**src/rtl/rps_pkg.sv**
```systemverilog
// Shared types for the reset and power-fail supervisor.
package rps_pkg;
    // Phase of the recovery timer.
    typedef enum logic [1:0] {
        PH_HOLD  = 2'd0,   // a reset cause is active
        PH_RECOV = 2'd1,   // cause gone, stretch running
        PH_RUN   = 2'd2    // reset released
    } phase_t;

    // Recovery length selector derived from the two control bits.
    typedef enum logic [1:0] {
        SEL_MID   = 2'd0,
        SEL_DEF   = 2'd1,
        SEL_SHORT = 2'd2
    } rec_sel_t;

    // Map the two control bits onto a selector; the short bit wins.
    function automatic rec_sel_t decode_sel(input logic tr, input logic st);
        if (tr)      return SEL_SHORT;
        else if (st) return SEL_DEF;
        else         return SEL_MID;
    endfunction
endpackage

```
**src/rtl/rps_req_filter.sv**
```systemverilog
// External reset request conditioner.
// Synchronizes an asynchronous active-low request with SYNC_STAGES flops,
// then counts consecutive low samples. The request is accepted once
// FILT_CYC low samples have been seen and stays accepted until the
// synchronized input returns high. Assumes FILT_CYC >= 1.
module rps_req_filter #(
    parameter int unsigned FILT_CYC    = 12,
    parameter int unsigned SYNC_STAGES = 2
) (
    input  logic clk,
    input  logic rst_n,
    input  logic req_n,
    output logic accept
);
    localparam int unsigned CW = $clog2(FILT_CYC + 1);

    logic [SYNC_STAGES-1:0] sync_q;
    logic [CW-1:0]          low_cnt_q;
    logic                   req_low_s;

    // Synchronizer chain, idles high (no request).
    always_ff @(posedge clk) begin
        if (!rst_n) sync_q <= '1;
        else        sync_q <= {sync_q[SYNC_STAGES-2:0], req_n};
    end

    assign req_low_s = ~sync_q[SYNC_STAGES-1];

    // Saturating low-time counter, cleared by any high sample.
    always_ff @(posedge clk) begin
        if (!rst_n)                               low_cnt_q <= '0;
        else if (!req_low_s)                      low_cnt_q <= '0;
        else if (low_cnt_q != CW'(FILT_CYC))      low_cnt_q <= low_cnt_q + 1'b1;
    end

    assign accept = (low_cnt_q == CW'(FILT_CYC));

    // acceptance is only ever held over a low synchronized sample.
    a_r3_accept_after_low: assert property (@(posedge clk) disable iff (!rst_n)
        accept |-> $past(req_low_s));
    // counter never exceeds the threshold.
    a_r3_cnt_bounded: assert property (@(posedge clk) disable iff (!rst_n)
        low_cnt_q <= CW'(FILT_CYC));
endmodule

```
**src/rtl/rps_cfg.sv**
```systemverilog
// Holder for the two recovery-select bits. On first power-up the short bit
// clears and the stop bit sets; afterwards a write strobe loads both.
module rps_cfg (
    input  logic clk,
    input  logic rst_n,
    input  logic we,
    input  logic tr_d,
    input  logic st_d,
    output logic tr_q,
    output logic st_q
);
    // Load on strobe, power-up defaults on reset.
    always_ff @(posedge clk) begin
        if (!rst_n) begin
            tr_q <= 1'b0;
            st_q <= 1'b1;
        end else if (we) begin
            tr_q <= tr_d;
            st_q <= st_d;
        end
    end

    // bits hold when no write is presented.
    a_r10_hold: assert property (@(posedge clk) disable iff (!rst_n)
        !we |=> $stable({tr_q, st_q}));
endmodule

```
**src/rtl/rps_rec_timer.sv**
```systemverilog
// Shared recovery timer. Holds reset while a cause is active. When the
// cause clears it latches the length chosen by the control bits and
// counts that many cycles before releasing. A cause arriving during
// the count returns it to hold, and counting restarts from zero later.
// Assumes every length parameter is >= 1.
module rps_rec_timer #(
    parameter int unsigned REC_MID_CYC   = 100,
    parameter int unsigned REC_DEF_CYC   = 200,
    parameter int unsigned REC_SHORT_CYC = 10
) (
    input  logic clk,
    input  logic rst_n,
    input  logic cause,
    input  logic tr,
    input  logic st,
    output logic released
);
    import rps_pkg::*;

    localparam int unsigned MAX_A = (REC_MID_CYC > REC_DEF_CYC) ? REC_MID_CYC : REC_DEF_CYC;
    localparam int unsigned MAX_L = (MAX_A > REC_SHORT_CYC) ? MAX_A : REC_SHORT_CYC;
    localparam int unsigned CW    = $clog2(MAX_L + 1);

    phase_t        phase_q;
    logic [CW-1:0] cnt_q;
    logic [CW-1:0] len_q;
    logic [CW-1:0] len_sel;

    // Translate the control bits into a cycle count.
    always_comb begin
        unique case (decode_sel(tr, st))
            SEL_SHORT: len_sel = CW'(REC_SHORT_CYC);
            SEL_DEF:   len_sel = CW'(REC_DEF_CYC);
            default:   len_sel = CW'(REC_MID_CYC);
        endcase
    end

    // Phase sequencing, counting and length latching.
    always_ff @(posedge clk) begin
        if (!rst_n) begin
            phase_q <= PH_HOLD;
            cnt_q   <= '0;
            len_q   <= CW'(REC_DEF_CYC);
        end else if (cause) begin
            phase_q <= PH_HOLD;
            cnt_q   <= '0;
        end else begin
            unique case (phase_q)
                PH_HOLD: begin
                    phase_q <= PH_RECOV;
                    cnt_q   <= '0;
                    len_q   <= len_sel;
                end
                PH_RECOV: begin
                    if (cnt_q == len_q - 1'b1) phase_q <= PH_RUN;
                    else                       cnt_q   <= cnt_q + 1'b1;
                end
                default: phase_q <= PH_RUN;
            endcase
        end
    end

    assign released = (phase_q == PH_RUN);

    // any cause blocks release on the following edge.
    a_r8_cause_blocks: assert property (@(posedge clk) disable iff (!rst_n)
        cause |=> !released);
    // release is only reached through a recovery period.
    a_r2_release_via_recov: assert property (@(posedge clk) disable iff (!rst_n)
        $rose(released) |-> $past(phase_q) == PH_RECOV);
    // the count stays below the latched length.
    a_r2_cnt_below_len: assert property (@(posedge clk) disable iff (!rst_n)
        phase_q == PH_RECOV |-> cnt_q < len_q);
    // latched length is frozen while a period runs.
    a_r9_len_frozen: assert property (@(posedge clk) disable iff (!rst_n)
        (phase_q == PH_RECOV && $past(phase_q) == PH_RECOV) |-> $stable(len_q));
endmodule

```
**src/rtl/rps_supervisor.sv**
```systemverilog
// Reset and power-fail supervisor top. Combines a supply drop and an
// accepted external request into one reset cause, stretches it through
// the shared recovery timer and derives the power-fail flag. Inputs other
// than ext_rst_n are assumed already synchronous to clk.
module rps_supervisor #(
    parameter int unsigned CLK_HZ        = 125_000_000,
    parameter int unsigned FILT_CYC      = (CLK_HZ / 10_000_000 > 0) ? CLK_HZ / 10_000_000 : 1,
    parameter int unsigned REC_MID_CYC   = (CLK_HZ / 1000) * 97,
    parameter int unsigned REC_DEF_CYC   = (CLK_HZ / 1000) * 120,
    parameter int unsigned REC_SHORT_CYC = (CLK_HZ / 1000) * 1
) (
    input  logic clk,
    input  logic rst_n,
    input  logic supply_ok,
    input  logic batt_mode,
    input  logic pf_cmp_low,
    input  logic ext_rst_n,
    input  logic cfg_we,
    input  logic cfg_tr_d,
    input  logic cfg_st_d,
    output logic rst_out_n,
    output logic pf_out_n,
    output logic tr_q,
    output logic st_q
);
    logic ext_accept;
    logic cause;
    logic released;

    rps_req_filter #(.FILT_CYC(FILT_CYC), .SYNC_STAGES(2)) u_filt (
        .clk(clk), .rst_n(rst_n), .req_n(ext_rst_n), .accept(ext_accept)
    );

    rps_cfg u_cfg (
        .clk(clk), .rst_n(rst_n), .we(cfg_we), .tr_d(cfg_tr_d), .st_d(cfg_st_d),
        .tr_q(tr_q), .st_q(st_q)
    );

    rps_rec_timer #(
        .REC_MID_CYC(REC_MID_CYC), .REC_DEF_CYC(REC_DEF_CYC), .REC_SHORT_CYC(REC_SHORT_CYC)
    ) u_tmr (
        .clk(clk), .rst_n(rst_n), .cause(cause), .tr(tr_q), .st(st_q), .released(released)
    );

    // Unified reset cause.
    assign cause = ~supply_ok | ext_accept;

    // Reset output: immediate on supply loss, otherwise timer driven.
    assign rst_out_n = released & supply_ok & ~ext_accept & rst_n;

    // Power-fail flag: low in backup, high during held reset, else comparator.
    always_comb begin
        if (batt_mode)                   pf_out_n = 1'b0;
        else if (supply_ok && !rst_out_n) pf_out_n = 1'b1;
        else                             pf_out_n = ~pf_cmp_low;
    end

    // a supply drop keeps reset asserted on the next edge.
    a_r1_drop_holds: assert property (@(posedge clk) disable iff (!rst_n)
        !supply_ok |=> !rst_out_n);
    // backup forces the flag low.
    a_r6_backup_low: assert property (@(posedge clk) disable iff (!rst_n)
        batt_mode |-> !pf_out_n);
    // held reset with good supply forces the flag high.
    a_r7_recov_high: assert property (@(posedge clk) disable iff (!rst_n)
        (supply_ok && !batt_mode && !released) |-> pf_out_n);
endmodule

```
**config.mk**
```make
export PLATFORM = sky130hd
export DESIGN_NAME = rps_supervisor
export DESIGN_NICKNAME = d
export VERILOG_FILES = /design/src/rtl/rps_pkg.sv /design/src/rtl/rps_req_filter.sv /design/src/rtl/rps_cfg.sv /design/src/rtl/rps_rec_timer.sv /design/src/rtl/rps_supervisor.sv
export SDC_FILE = /design/constraint.sdc
export NUM_CORES = 1
export LEC_CHECK = 0
export BUFFER_PORTS_ARGS = -buffer_cell sky130_fd_sc_hd__buf_4
export CORE_MARGIN = 2
export CORE_UTILIZATION = 54
export CTS_CLUSTER_SIZE = 12
export DETAILED_ROUTE_END_ITERATION = 10
export GPL_ROUTABILITY_DRIVEN = 0
export PLACE_DENSITY = 0.75
export SETUP_SLACK_MARGIN = 0.05
export SYNTH_ARGS = -nofsm -noshare
export SYNTH_HDL_FRONTEND = slang
export SYNTH_SLANG_ARGS = --single-unit
```
**constraint.sdc**
```tcl
create_clock -name clk -period 2.2 [get_ports clk]
set_clock_uncertainty 0.05 [all_clocks]
set_input_delay 0.33 -clock clk [delete_from_list [all_inputs] [get_ports clk]]
set_output_delay 0.33 -clock clk [all_outputs]
set_load 0.03 [all_outputs]
```
==> load_flow_metrics.sql <==
INSERT INTO impl_metrics (metric_group, metric, value, unit) VALUES
('final_layout', 'fin_area', '2720', 'um2'),
('power', 'seq_power_share', '55.1', '%'),
('die', 'initial_core_util', '55.8', '%'),
('logic_synthesis', 'syn-mean-instance-area', '8.63', 'um2'),
('placed_design', 'cell_count_after_placement', '337', ''),
('setup_path', 'end_kind', 'flip-flop', ''),
('die', 'floorplan.die_area', '4630', 'um2'),
('logic_synthesis', 'synth_top_area_cells', 'dfxtp_1, nand3_1, nand2_1', ''),
('sta', 'tightestPinTransition', '449', 'ps'),
('sta', 'setup_total_negative_slack', '0', 'ps'),
('cts', 'clk_pin_slew_worst_paths', '70', 'ps'),
('cts', 'cts_inserted_buffers', '5', ''),
('power', 'p_clk_share', '37.3', '%'),
('cts', 'cts_tree', 'built', ''),
('die', 'die_y', '68.1', 'um'),
('die', 'placementRows', '23', ''),
('cts', 'numClockSinks', '40', ''),
('setup_path', 'worst_setup_path_start_kind', 'flip-flop', ''),
('die', 'core_region_area', '3970', 'um2'),
('setup_path', 'crit_slowest_cell', 'or3_4', ''),
('sta', 'hold_viol', '0', ''),
('logic_synthesis', 'asyncSetResetFlopFracSynth', '0', '%'),
('grt', 'global_router_s_overall_resource_usage', '25.5', '%'),
('logic_synthesis', 'synthCells', '257', ''),
('sta', 'fin_crit_sh', '96.9', '%'),
('power', 'intPower', '0.00104', 'W'),
('final_layout', 'areaGrowthSynthToFinish', '22.5', '%'),
('routing', 'dr.first_iter.drc_count', '118', ''),
('logic_synthesis', 'synth_fp_nets', '269', ''),
('logic_synthesis', 'number_of_enable_flip_flop_cells_after_synthesis', '0', ''),
('setup_path', 'critical_path.n_buffers_inverters', '0', ''),
('status', 'run_status', 'finished, final reports clean', ''),
('logic_synthesis', 'ys_seq_elements', '40', ''),
('power', 'pwr-share-comb', '7.7', '%'),
('setup_path', 'timing_worst_setup_path_type', 'reg -> reg', ''),
('setup_path', 'worst_ep_required_time', '2330', 'ps'),
('logic_synthesis', 'yosysTopAreaCell', 'dfxtp_1', ''),
('logic_synthesis', 'post-synth-top-area-fraction', '36.1', '%'),
('routing', 'antenna_left', '0', ''),
('sta', 'final_setup_violation_count', '0', ''),
('cts', 'worst_skew_pair.late_latency', '300', 'ps'),
('sta', 'slew_limit_headroom', '70.0', '%'),
('power', 'power.static_leakage', '1.06', 'nW'),
('cts', 'root_buffer', 'clkbuf_8', ''),
('sta', 'setup_repair_after_global_routing_missed_its_margin', 'yes', ''),
('power', 'switchingPower', '0.000320', 'W'),
('final_layout', 'finish.cell_count_without_fillers', '350', ''),
('setup_path', 'critical-path-max-stage-delay', '450', 'ps'),
('logic_synthesis', 'postSynth.topFlopCell', 'dfxtp_1', ''),
('final_layout', 'n_antenna_cell', '0', ''),
('setup_path', 'rrSetupSlack', '70', 'ps'),
('routing', 'drc_violation_count_after_routing', '0', ''),
('grt', 'global_route_wire_length_before_repair', '8600', 'um'),
('setup_path', 'crit_path_cell_trace', 'nor4_2 > nor2_1 > or3_4 > o21a_4 > and3_1 > a221o_1', ''),
('grt', 'grt_antenna_before_repair', '0', ''),
('die', 'io_pins', '13', ''),
('sta', 'maxSlewViolCount', '0', ''),
('logic_synthesis', 'syn-cell-area', '2220', 'um2'),
('sta', 'maxClockFrequency', '469', 'MHz'),
('logic_synthesis', 'seq_area_frac_synth', '36.1', '%'),
('job', 'maxCapViolCount', '0', ''),
('power', 'power-per-cell-area', '500', 'nW/um2'),
('routing', 'detail_route.vias_per_cell', '5.85', ''),
('hold_path', 'worst_hold_path_type', 'in -> reg', ''),
('setup_path', 'worstPathArrival', '2260', 'ps'),
('setup_path', 'critical_path_peak_fanout', '12', ''),
('die', 'dieWidth', '68.1', 'um'),
('final_layout', 'fraction_of_final_layout_cells_with_drive_strength_greater_than_1', '29.0', '%'),
('logic_synthesis', 'synth.most_common_cell', 'dfxtp_1', ''),
('logic_synthesis', 'synth_cell_types', '59', ''),
('final_layout', 'count_of_nets_after_finishing', '311', '');
routing by layer:
metal  wire length (um)  vias up  GRT usage [%]
li1                   -     1036              -
met1               2350      947           32.9
met2               2540       50           41.4
met3                300       14           5.59
met4                136        0           9.75
met5                  0        -              0
power groups by stage:
stage	clock, W	combinational (W)	sequential, W
4_1_cts	0.000521	0.0000984	0.000748
5_1_grt	0.000545	0.000112	0.000749
6_report	0.000506	0.000104	0.000748
2_1_floorplan	0	0.0000567	0.000764
3_5_place_dp	0	0.0000973	0.000765
3_3_place_gp	0	0.0000956	0.000764
timing repair:
| item | 4_1_cts | 5_1_grt |
|---|---|---|
| pin swaps | 1 | 6 |
| hold buffers | 0 | 0 |
| resized for setup | 5 | 11 |
| setup buffers | 0 | 5 |
| setup endpoints to repair | 3 | 15 |
placed cells by master (no fill, tap or decap), types with 6 or more instances in the layout:
cell / instances
buf_4: 45
dfxtp_1: 33
nand2_1: 27
nor2_1: 21
nand3_1: 20
a21oi_1: 9
and3_1: 9
nor3_1: 7
dfxtp_2: 7
inv_1: 6
nand2b_1: 6
or3_1: 6
a31oi_1: 6
clkbuf_8: 6
final timing paths:
check             cells after the start                      endpoint                    startpoint
setup / recovery                      6  u_tmr.cnt_q[17]$_SDFFE_PP0P_  u_tmr.cnt_q[18]$_SDFFE_PP0P_
hold reg to reg                       1   u_filt.sync_q[1]$_SDFF_PN1_   u_filt.sync_q[0]$_SDFF_PN1_
hold / removal                        2   u_filt.sync_q[0]$_SDFF_PN1_                     ext_rst_n
setup reg to reg                      6  u_tmr.cnt_q[17]$_SDFFE_PP0P_  u_tmr.cnt_q[18]$_SDFFE_PP0P_
through the flow:
step	power [W]	utilization, %	setup slack, ps
2_1_floorplan	0.000821	-	54.7
3_3_place_gp	0.000860	63.8	46.0
3_5_place_dp	0.000862	63.8	42.9
4_1_cts	0.00137	66.4	51.4
5_1_grt	0.00141	68.4	18.1
6_report	0.00136	68.4	68.2
sequential cells by signal (all words and copies together), names as in the netlist:
register	cells
u_cfg.tr_q	1
u_filt.sync_q	2
u_tmr.phase_q	2
u_tmr.len_q	6
u_tmr.cnt_q	24
u_cfg.st_q	1
u_filt.low_cnt_q	4
layout make-up:
type                            count  area (um2)
Inverter                            6        22.5
Sequential cell                    40         810
Multi-Input combinational cell    200        1380
Timing Repair Buffer               46         349
Clock buffer                        8        90.1
Fill cell                         334        1250
Tap cell                           50        62.6
cells by family (layout without fill, tap and decap cells):
family	after synthesis	after routing	synth area share (%)
AOI/OAI and AO/OA	55	55	19.7
xor gates and xnor gates	7	7	2.77
adders and majority gates	3	3	1.69
buffers and inverters	17	60	3.95
DFF	40	40	36.1
muxes	5	5	2.43
and+or+nand+nor	130	130	33.4
Power figures use the tool's default switching activity.
